File: src/rtl/strap_pkg.sv
package strap_pkg;
  localparam int STRAP_W  = 5;
  localparam int SDIO_W   = 2;
  localparam int IDX_BOOT = 0;
  localparam int IDX_QUAL = 1;
  localparam int IDX_VREG = 2;
  localparam int IDX_LOG  = 3;
  localparam int IDX_EDGE = 4;

  typedef enum logic [1:0] {
    BOOT_FLASH    = 2'd0,
    BOOT_DOWNLOAD = 2'd1,
    BOOT_BAD      = 2'd2
  } boot_sel_e;

  typedef struct packed {
    logic in_rise;
    logic out_rise;
  } sdio_edge_t;
endpackage

File: src/rtl/strap_capture.sv
module strap_capture
  import strap_pkg::*;
#(
  parameter int           W     = STRAP_W,
  parameter logic [W-1:0] PULLS = 5'b11001
) (
  input  logic         clk,
  input  logic         pwr_down,
  input  logic         in_reset,
  input  logic [W-1:0] pin_lvl,
  input  logic [W-1:0] pin_drv,
  output logic [W-1:0] latch_q,
  output logic         valid_q
);
  logic [W-1:0] resolved;

  // Each pin takes its driven level, or its weak-pull default when undriven.
  for (genvar i = 0; i < W; i++) begin : g_pin
    assign resolved[i] = pin_drv[i] ? pin_lvl[i] : PULLS[i];
  end

  // Power-down wins over every reset source.
  always_ff @(posedge clk) begin
    if (pwr_down) begin
      latch_q <= '0;
      valid_q <= 1'b0;
    end else if (in_reset) begin
      latch_q <= resolved;
      valid_q <= 1'b1;
    end
  end


  capture_track_chk: assert property (@(posedge clk) disable iff (pwr_down)
    in_reset |=> (latch_q == $past(resolved)));

  hold_after_release_chk: assert property (@(posedge clk) disable iff (pwr_down)
    (!in_reset && !$past(in_reset) && !$past(pwr_down)) |-> $stable(latch_q));

  powerdown_clear_chk: assert property (@(posedge clk)
    $past(pwr_down) |-> (latch_q == '0 && !valid_q));
endmodule

File: src/rtl/strap_decode.sv
module strap_decode
  import strap_pkg::*;
#(
  parameter int W = STRAP_W
) (
  input  logic [W-1:0] latch_q,
  output boot_sel_e    boot_sel,
  output logic         vreg_strap,
  output logic         log_en,
  output sdio_edge_t   sdio_strap
);
  always_comb begin
    if (latch_q[IDX_BOOT])       boot_sel = BOOT_FLASH;
    else if (!latch_q[IDX_QUAL]) boot_sel = BOOT_DOWNLOAD;
    else                         boot_sel = BOOT_BAD;
  end

  assign vreg_strap          = latch_q[IDX_VREG];
  assign log_en              = latch_q[IDX_LOG];
  assign sdio_strap.in_rise  = latch_q[IDX_LOG];
  assign sdio_strap.out_rise = latch_q[IDX_EDGE];


  always_comb primary_high_flash_chk: assert (!latch_q[IDX_BOOT] || boot_sel == BOOT_FLASH);
endmodule

File: src/rtl/strap_override.sv
module strap_override
  import strap_pkg::*;
(
  input  logic       clk,
  input  logic       clr,
  input  logic       we,
  input  logic       vsel_vld,
  input  logic       vsel,
  input  logic       sdio_vld,
  input  sdio_edge_t sdio,
  input  logic       vreg_strap,
  input  sdio_edge_t sdio_strap,
  output logic       vreg_eff,
  output sdio_edge_t sdio_eff
);
  logic       vsel_vld_q;
  logic       vsel_q;
  logic       sdio_vld_q;
  sdio_edge_t sdio_q;

  always_ff @(posedge clk) begin
    if (clr) begin
      vsel_vld_q <= 1'b0;
      vsel_q     <= 1'b0;
      sdio_vld_q <= 1'b0;
      sdio_q     <= '0;
    end else if (we) begin
      vsel_vld_q <= vsel_vld;
      vsel_q     <= vsel;
      sdio_vld_q <= sdio_vld;
      sdio_q     <= sdio;
    end
  end

  assign vreg_eff = vsel_vld_q ? vsel_q : vreg_strap;
  assign sdio_eff = sdio_vld_q ? sdio_q : sdio_strap;


  override_cleared_chk: assert property (@(posedge clk)
    $past(clr) |-> (!vsel_vld_q && !sdio_vld_q));
endmodule

File: src/rtl/boot_strap_unit.sv
module boot_strap_unit
  import strap_pkg::*;
#(
  parameter int               W     = STRAP_W,
  parameter int               SW    = SDIO_W,
  parameter logic [W-1:0]     PULLS = 5'b11001
) (
  input  logic          clk,
  input  logic          rst_por,
  input  logic          rst_wdt,
  input  logic          rst_bor,
  input  logic          pwr_down,
  input  logic [W-1:0]  pin_lvl,
  input  logic [W-1:0]  pin_drv,
  input  logic          cfg_we,
  input  logic          cfg_vsel_vld,
  input  logic          cfg_vsel,
  input  logic          cfg_sdio_vld,
  input  logic [SW-1:0] cfg_sdio,
  output logic [W-1:0]  strap_word,
  output logic          strap_valid,
  output logic          boot_download,
  output logic          strap_err,
  output logic          vsel_1v8,
  output logic          bootlog_en,
  output logic          sdio_in_rise,
  output logic          sdio_out_rise,
  output logic [W-1:0]  pin_release
);
  logic       in_reset;
  logic [W-1:0] latch_q;
  logic       valid_q;
  boot_sel_e  boot_sel;
  logic       vreg_strap;
  logic       log_en;
  sdio_edge_t sdio_strap;
  sdio_edge_t sdio_eff;
  sdio_edge_t cfg_sdio_s;

  assign in_reset   = rst_por | rst_wdt | rst_bor;
  assign cfg_sdio_s = sdio_edge_t'(cfg_sdio);

  strap_capture #(.W(W), .PULLS(PULLS)) u_capture (
    .clk      (clk),
    .pwr_down (pwr_down),
    .in_reset (in_reset),
    .pin_lvl  (pin_lvl),
    .pin_drv  (pin_drv),
    .latch_q  (latch_q),
    .valid_q  (valid_q)
  );

  strap_decode #(.W(W)) u_decode (
    .latch_q    (latch_q),
    .boot_sel   (boot_sel),
    .vreg_strap (vreg_strap),
    .log_en     (log_en),
    .sdio_strap (sdio_strap)
  );

  strap_override u_override (
    .clk        (clk),
    .clr        (in_reset | pwr_down),
    .we         (cfg_we),
    .vsel_vld   (cfg_vsel_vld),
    .vsel       (cfg_vsel),
    .sdio_vld   (cfg_sdio_vld),
    .sdio       (cfg_sdio_s),
    .vreg_strap (vreg_strap),
    .sdio_strap (sdio_strap),
    .vreg_eff   (vsel_1v8),
    .sdio_eff   (sdio_eff)
  );

  assign strap_word    = latch_q;
  assign strap_valid   = valid_q;
  assign boot_download = (boot_sel == BOOT_DOWNLOAD);
  assign strap_err     = (boot_sel == BOOT_BAD);
  assign bootlog_en    = log_en;
  assign sdio_in_rise  = sdio_eff.in_rise;
  assign sdio_out_rise = sdio_eff.out_rise;

  // Hand each strap pin back once reset is gone and a capture exists.
  for (genvar i = 0; i < W; i++) begin : g_release
    assign pin_release[i] = valid_q & ~in_reset;
  end


  bad_strap_no_download_chk: assert property (@(posedge clk) disable iff (pwr_down)
    strap_err |-> !boot_download);

  release_needs_capture_chk: assert property (@(posedge clk) disable iff (pwr_down)
    (pin_release != '0) |-> (strap_valid && !rst_por && !rst_wdt && !rst_bor));

  reset_sets_valid_chk: assert property (@(posedge clk) disable iff (pwr_down)
    (rst_por || rst_wdt || rst_bor) |=> strap_valid);
endmodule

File: config.mk
export PLATFORM = sky130hd
export DESIGN_NAME = boot_strap_unit
export DESIGN_NICKNAME = d
export VERILOG_FILES = /design/src/rtl/strap_pkg.sv /design/src/rtl/strap_capture.sv /design/src/rtl/strap_decode.sv /design/src/rtl/strap_override.sv /design/src/rtl/boot_strap_unit.sv
export SDC_FILE = /design/constraint.sdc
export NUM_CORES = 1
export LEC_CHECK = 0
export BUFFER_PORTS_ARGS = -buffer_cell sky130_fd_sc_hd__buf_2
export CAP_MARGIN = 0
export CORE_MARGIN = 2
export CORE_UTILIZATION = 37
export CTS_BUF_LIST = sky130_fd_sc_hd__clkbuf_4 sky130_fd_sc_hd__clkbuf_8
export CTS_CLUSTER_DIAMETER = 100
export DETAILED_ROUTE_END_ITERATION = 10
export PLACE_DENSITY = 0.76
export SETUP_SLACK_MARGIN = 0.3
export SYNTH_ARGS = -nofsm -noshare
export SYNTH_HDL_FRONTEND = slang
export SYNTH_HIERARCHICAL = 1
export SYNTH_SLANG_ARGS = --single-unit
File: constraint.sdc
create_clock -name clk -period 1.02 [get_ports clk]
set_input_delay 0.102 -clock clk [delete_from_list [all_inputs] [get_ports clk]]
set_output_delay 0.102 -clock clk [all_outputs]
set_load 0.01 [all_outputs]
* Word level (Yosys, flattened, before mapping)
Index checks and enable logic that the tools add are counted.
Storage, ports and cells: register bits after elaboration 11, logic and storage cells 23
Operators by class: equality and inequality tests 2, muxes and demuxes 9, bitwise gates (word level) 5
Operators with widths (number):
- $mux 1 | 6
- $mux 2 | 3
- $or 1x1->1 | 3
- $eq 2x1->1 const B | 1
- $eq 2x2->1 const B | 1
- $and 1x1->1 | 1
- $not 1->1 | 1

* Depth between registers and ports, before layout
depth after elaboration 4, gate-level depth with buffers 4

* Cells and area by module
Netlist, hierarchy kept.
By module, submodules not included:
- strap_capture | instances 1, cells each 24, area an instance 220.2 sq um, sequential area each 120.1 sq um
- strap_override | instances 1, cells each 19, area an instance 214.0 sq um, sequential area each 100.1 sq um
- boot_strap_unit | instances 1, cells each 9, area an instance 66.3 sq um, sequential area each 0.0 sq um
- strap_decode | instances 1, cells each 6, area an instance 47.5 sq um, sequential area each 0.0 sq um

* Worst setup path after synthesis
Ideal clock, no wire load.
path type register to output, from register u_capture.valid_q, to output pin_release[1], arrival time 1364 ps, data required time 918 ps, slack -446 ps, cell stages (with the launch flop) 3, path buffers 1, cell sequence dfxtp_1 -> nor4b_1 -> buf_4
Between the ends: longest elaborated chain between the ends 1
RTL lines:
- start: declaration | line strap_capture.sv:13 | output logic valid_q
- start signal: assignment | line strap_capture.sv:26 | valid_q <= 1'b0;
- start signal: assignment | line strap_capture.sv:29 | valid_q <= 1'b1;
- $and 1x1->1
- end: declaration | line boot_strap_unit.sv:28 | output logic [W-1:0] pin_release
No other way between the ends.

* Worst setup path after layout
from register u_capture.latch_q[1], to output strap_err
Between the ends: longest elaborated chain between the ends 3
RTL lines:
- start: declaration | line strap_capture.sv:12 | output logic [W-1:0] latch_q,
- start signal: assignment | line strap_capture.sv:28 | latch_q <= resolved;
- $mux 2 | line strap_decode.sv:14 | else if (!latch_q[IDX_QUAL]) boot_sel = BOOT_DOWNLOAD;
- $mux 2 | line strap_decode.sv:13 | if (latch_q[IDX_BOOT]) boot_sel = BOOT_FLASH;
- named net boot_sel[1] | line boot_strap_unit.sv:33 | boot_sel_e boot_sel;
- $eq 2x2->1 | line boot_strap_unit.sv:78 | assign strap_err = (boot_sel == BOOT_BAD);
- end: declaration | line boot_strap_unit.sv:23 | output logic strap_err,
The timed path passes the listed nets, and every way through them passes these cells.

==> results.yml <==
detailed_routing:
  initialDrtViolationCount: 3
  firstDrtPassIters: 2
  vias: 542
  via_per_inst: 4.883
  post-route-drc-count: 0
  routedWlPerCell_um: 12.12
  wirelength_um: 1345
  ant_nets: 0
logic_synthesis:
  synth_edf_count: 0
  synth_nets: 79
  synth_area_leaders: "dfxtp_1 (40%), buf_4 (11%), mux2i_1 (9.1%)"
  ys_warn_count: 6
  yosysUniqueCellTypes: 16
  synth-seq-cells: 11
  netlist_top_cells_count: "dfxtp_1 (11), nor2_1 (11), buf_4 (8), mux2i_1 (5)"
  yosys.area.top_type: "dfxtp_1"
  synthArstFlopShare_pct: 0
  ys.flop_type: "dfxtp_1"
  netlist_area_um2: 548.0
  netlist.area_leader.share_pct: 40.18
  syn_inst: 58
  syn_area_per_cell_um2: 9.449
  yosysSeqAreaShare_pct: 40.18
status:
  outcome: "finished with violations"
  violations: "negative setup slack"
sta:
  setup_viol: 10
  drv_slew: 0
  slew_headroom_pct: 82.42
  hold_slack_ns: 0.03215
  clock_skew_ns: 0
  rsz0062_at_grt: "yes"
  period_share_pct: 115.9
  final_hold_viol_count: 0
  setup_slack_ns: -0.1618
  fmax_mhz: 846.2
  finalCriticalPeriod_ns: 1.182
  worstMarginPinSlew_ns: 0.2626
  tns_ns: -1.195
clock_network:
  clock_sinks: 11
  cts_made_buffers: 3
  tritoncts: "yes"
  htree_levels: 1
  clk_path_buf_depth: 2
  path_clk_slew_ns: 0.07
  ctsHoldBuffers: 0
  cts_root_buf: "clkbuf_4"
  clock_latency_ns: 0.27
floorplan:
  io_pins: 38
  placementRows: 13
  dieArea_um2: 1805
  initial_core_util_pct: 40.59
  core_um2: 1350
  die_h_um: 42.49
  die_w_um: 42.49
placed_design:
  dpl.hpwl_um: 910.5
  globalplace.congestion: 0.6904
  io_buffers: 37
power_and_ir_drop:
  p_per_area_nw_per_um2: 1074
  p_leak_uw: 0.0004673
  peakVddDrop_uv: 478.1
critical_path:
  crit_fanout: 4
  r2r_start: "u_capture/valid_q$_SDFFE_PP0P_"
  rrSetupSlack_ns: 0.14
  crit_slowest_cell: "dfxtp_4"
  end_kind: "output port"
  criticalPathCategory: "reg -> out"
  cp.required_ns: 0.92
  crit_start: "u_capture/latch_q[1]$_SDFFE_PP0P_"
  worstPathCellList: "nor2b_4 > nor2b_4 > buf_6"
  start_kind: "register"
  crit_top_cell: "nor2b_4"
  critPathArrivalTime_ns: 1.08
  crit_path_max_incr_delay_ns: 0.37
hold_path:
  hold_class: "in -> reg"
  worstHoldStart: "pin_drv[0]"
grt:
  grt_max_degree: 7
  grt_pass1_wl_um: 2097
  gr-total-overflow: 0
  antenna_found_initial: 0
  grt_pass1_vias: 515
  track_usage_pct: 15.68
final_layout:
  drive_gt1_share_pct: 78.13
  fillers: 98
  areaGrowthSynthToFinish_pct: 79.45
  diodes: 0
  final_util_pct: 72.85
  nets: 118
run:
  maxCapViolCount: 0
what timing repair did:
action	4_1_cts	5_1_grt
setup endpoints to repair	21	24
setup buffers	1	2
pin swaps	1	4
gates cloned	1	0
endpoints found under the hold margin	0	0
gates resized for setup	20	18
flip-flops by register name (all words and copies together) (netlist names):
name,cells
u_capture/latch_q,5
u_override/sdio_q,2
u_capture/valid_q,1
u_override/sdio_vld_q,1
u_override/vsel_q,1
u_override/vsel_vld_q,1
placed cells by master (no fill, tap or decap), types with 2 or more instances in the layout:
cell,count
buf_4,3
a311oi_2,2
mux2_4,3
buf_6,16
inv_1,3
dfxtp_2,2
nor2_1,6
nor2b_4,3
mux2i_1,5
or3_4,2
nor2_4,4
clkbuf_4,4
buf_2,24
dfxtp_4,6
dfxtp_1,3
report_power, final:
part,leakage [µW],internal (µW),switching (µW)
Combinational,0.000354,167,102
Clock,0.0000184,178,142
Sequential,0.0000946,442,26.3
Total,0.000467,786,270
area by class of cell:
| type | count | area (µm²) | share of cell area (%) |
|---|---|---|---|
| Tap cell | 15 | 18.77 | 1.908 |
| Inverter | 3 | 11.26 | 1.145 |
| Sequential cell | 11 | 245.2 | 24.94 |
| Timing Repair Buffer | 43 | 322.8 | 32.82 |
| Clock buffer | 4 | 30.03 | 3.053 |
| Multi-Input combinational cell | 35 | 355.3 | 36.13 |
path summary, 6_finish.rpt:
path | cells past startpoint | endpoint
worst max register to register | 5 | u_capture/valid_q$_SDFFE_PP0P_
worst min register to register | 2 | u_capture/latch_q[2]$_SDFFE_PP0P_
worst max-delay path | 3 | strap_err
worst min-delay path | 2 | u_capture/latch_q[0]$_SDFFE_PP0P_
per-stage QoR:
| step | std cells | area (µm²) | power, µW | setup WS, ns |
|---|---|---|---|---|
| finish | 111 | 983.4 | 1057 | -0.1618 |
| global route | 111 | 983.4 | 1113 | -0.2144 |
| CTS | 109 | 897.1 | 1039 | -0.1518 |
| detailed placement | 103 | 760.7 | 669.9 | 0.0009330 |
| global placement | 103 | 760.7 | 664.2 | 0.02679 |
| floorplan | 58 | 628.1 | 602.9 | 0.05294 |
kinds of logic (layout without fill, tap and decap cells):
group | Yosys count | in the layout | share of synthesized area (%)
muxes | 8 | 8 | 15.30
DFF | 11 | 11 | 40.18
and+or+nand+nor | 21 | 22 | 20.78
buffers and inverters | 13 | 50 | 17.12
AOI/OAI and AO/OA | 5 | 5 | 6.622
routing by layer:
metal	track usage [%]	part of all wire [%]
met5	0	0
met4	7.500	0
met3	4.310	7.1
met2	27.08	57
met1	17.54	36
worst max-delay path: cells and delay by family, from the launching register on:
family,cells,cell delay [ns]
simple gates,2,0.33
buf+inv,1,0.11
flops,1,0.37
Note: power is estimated with default switching activity, not from simulation.
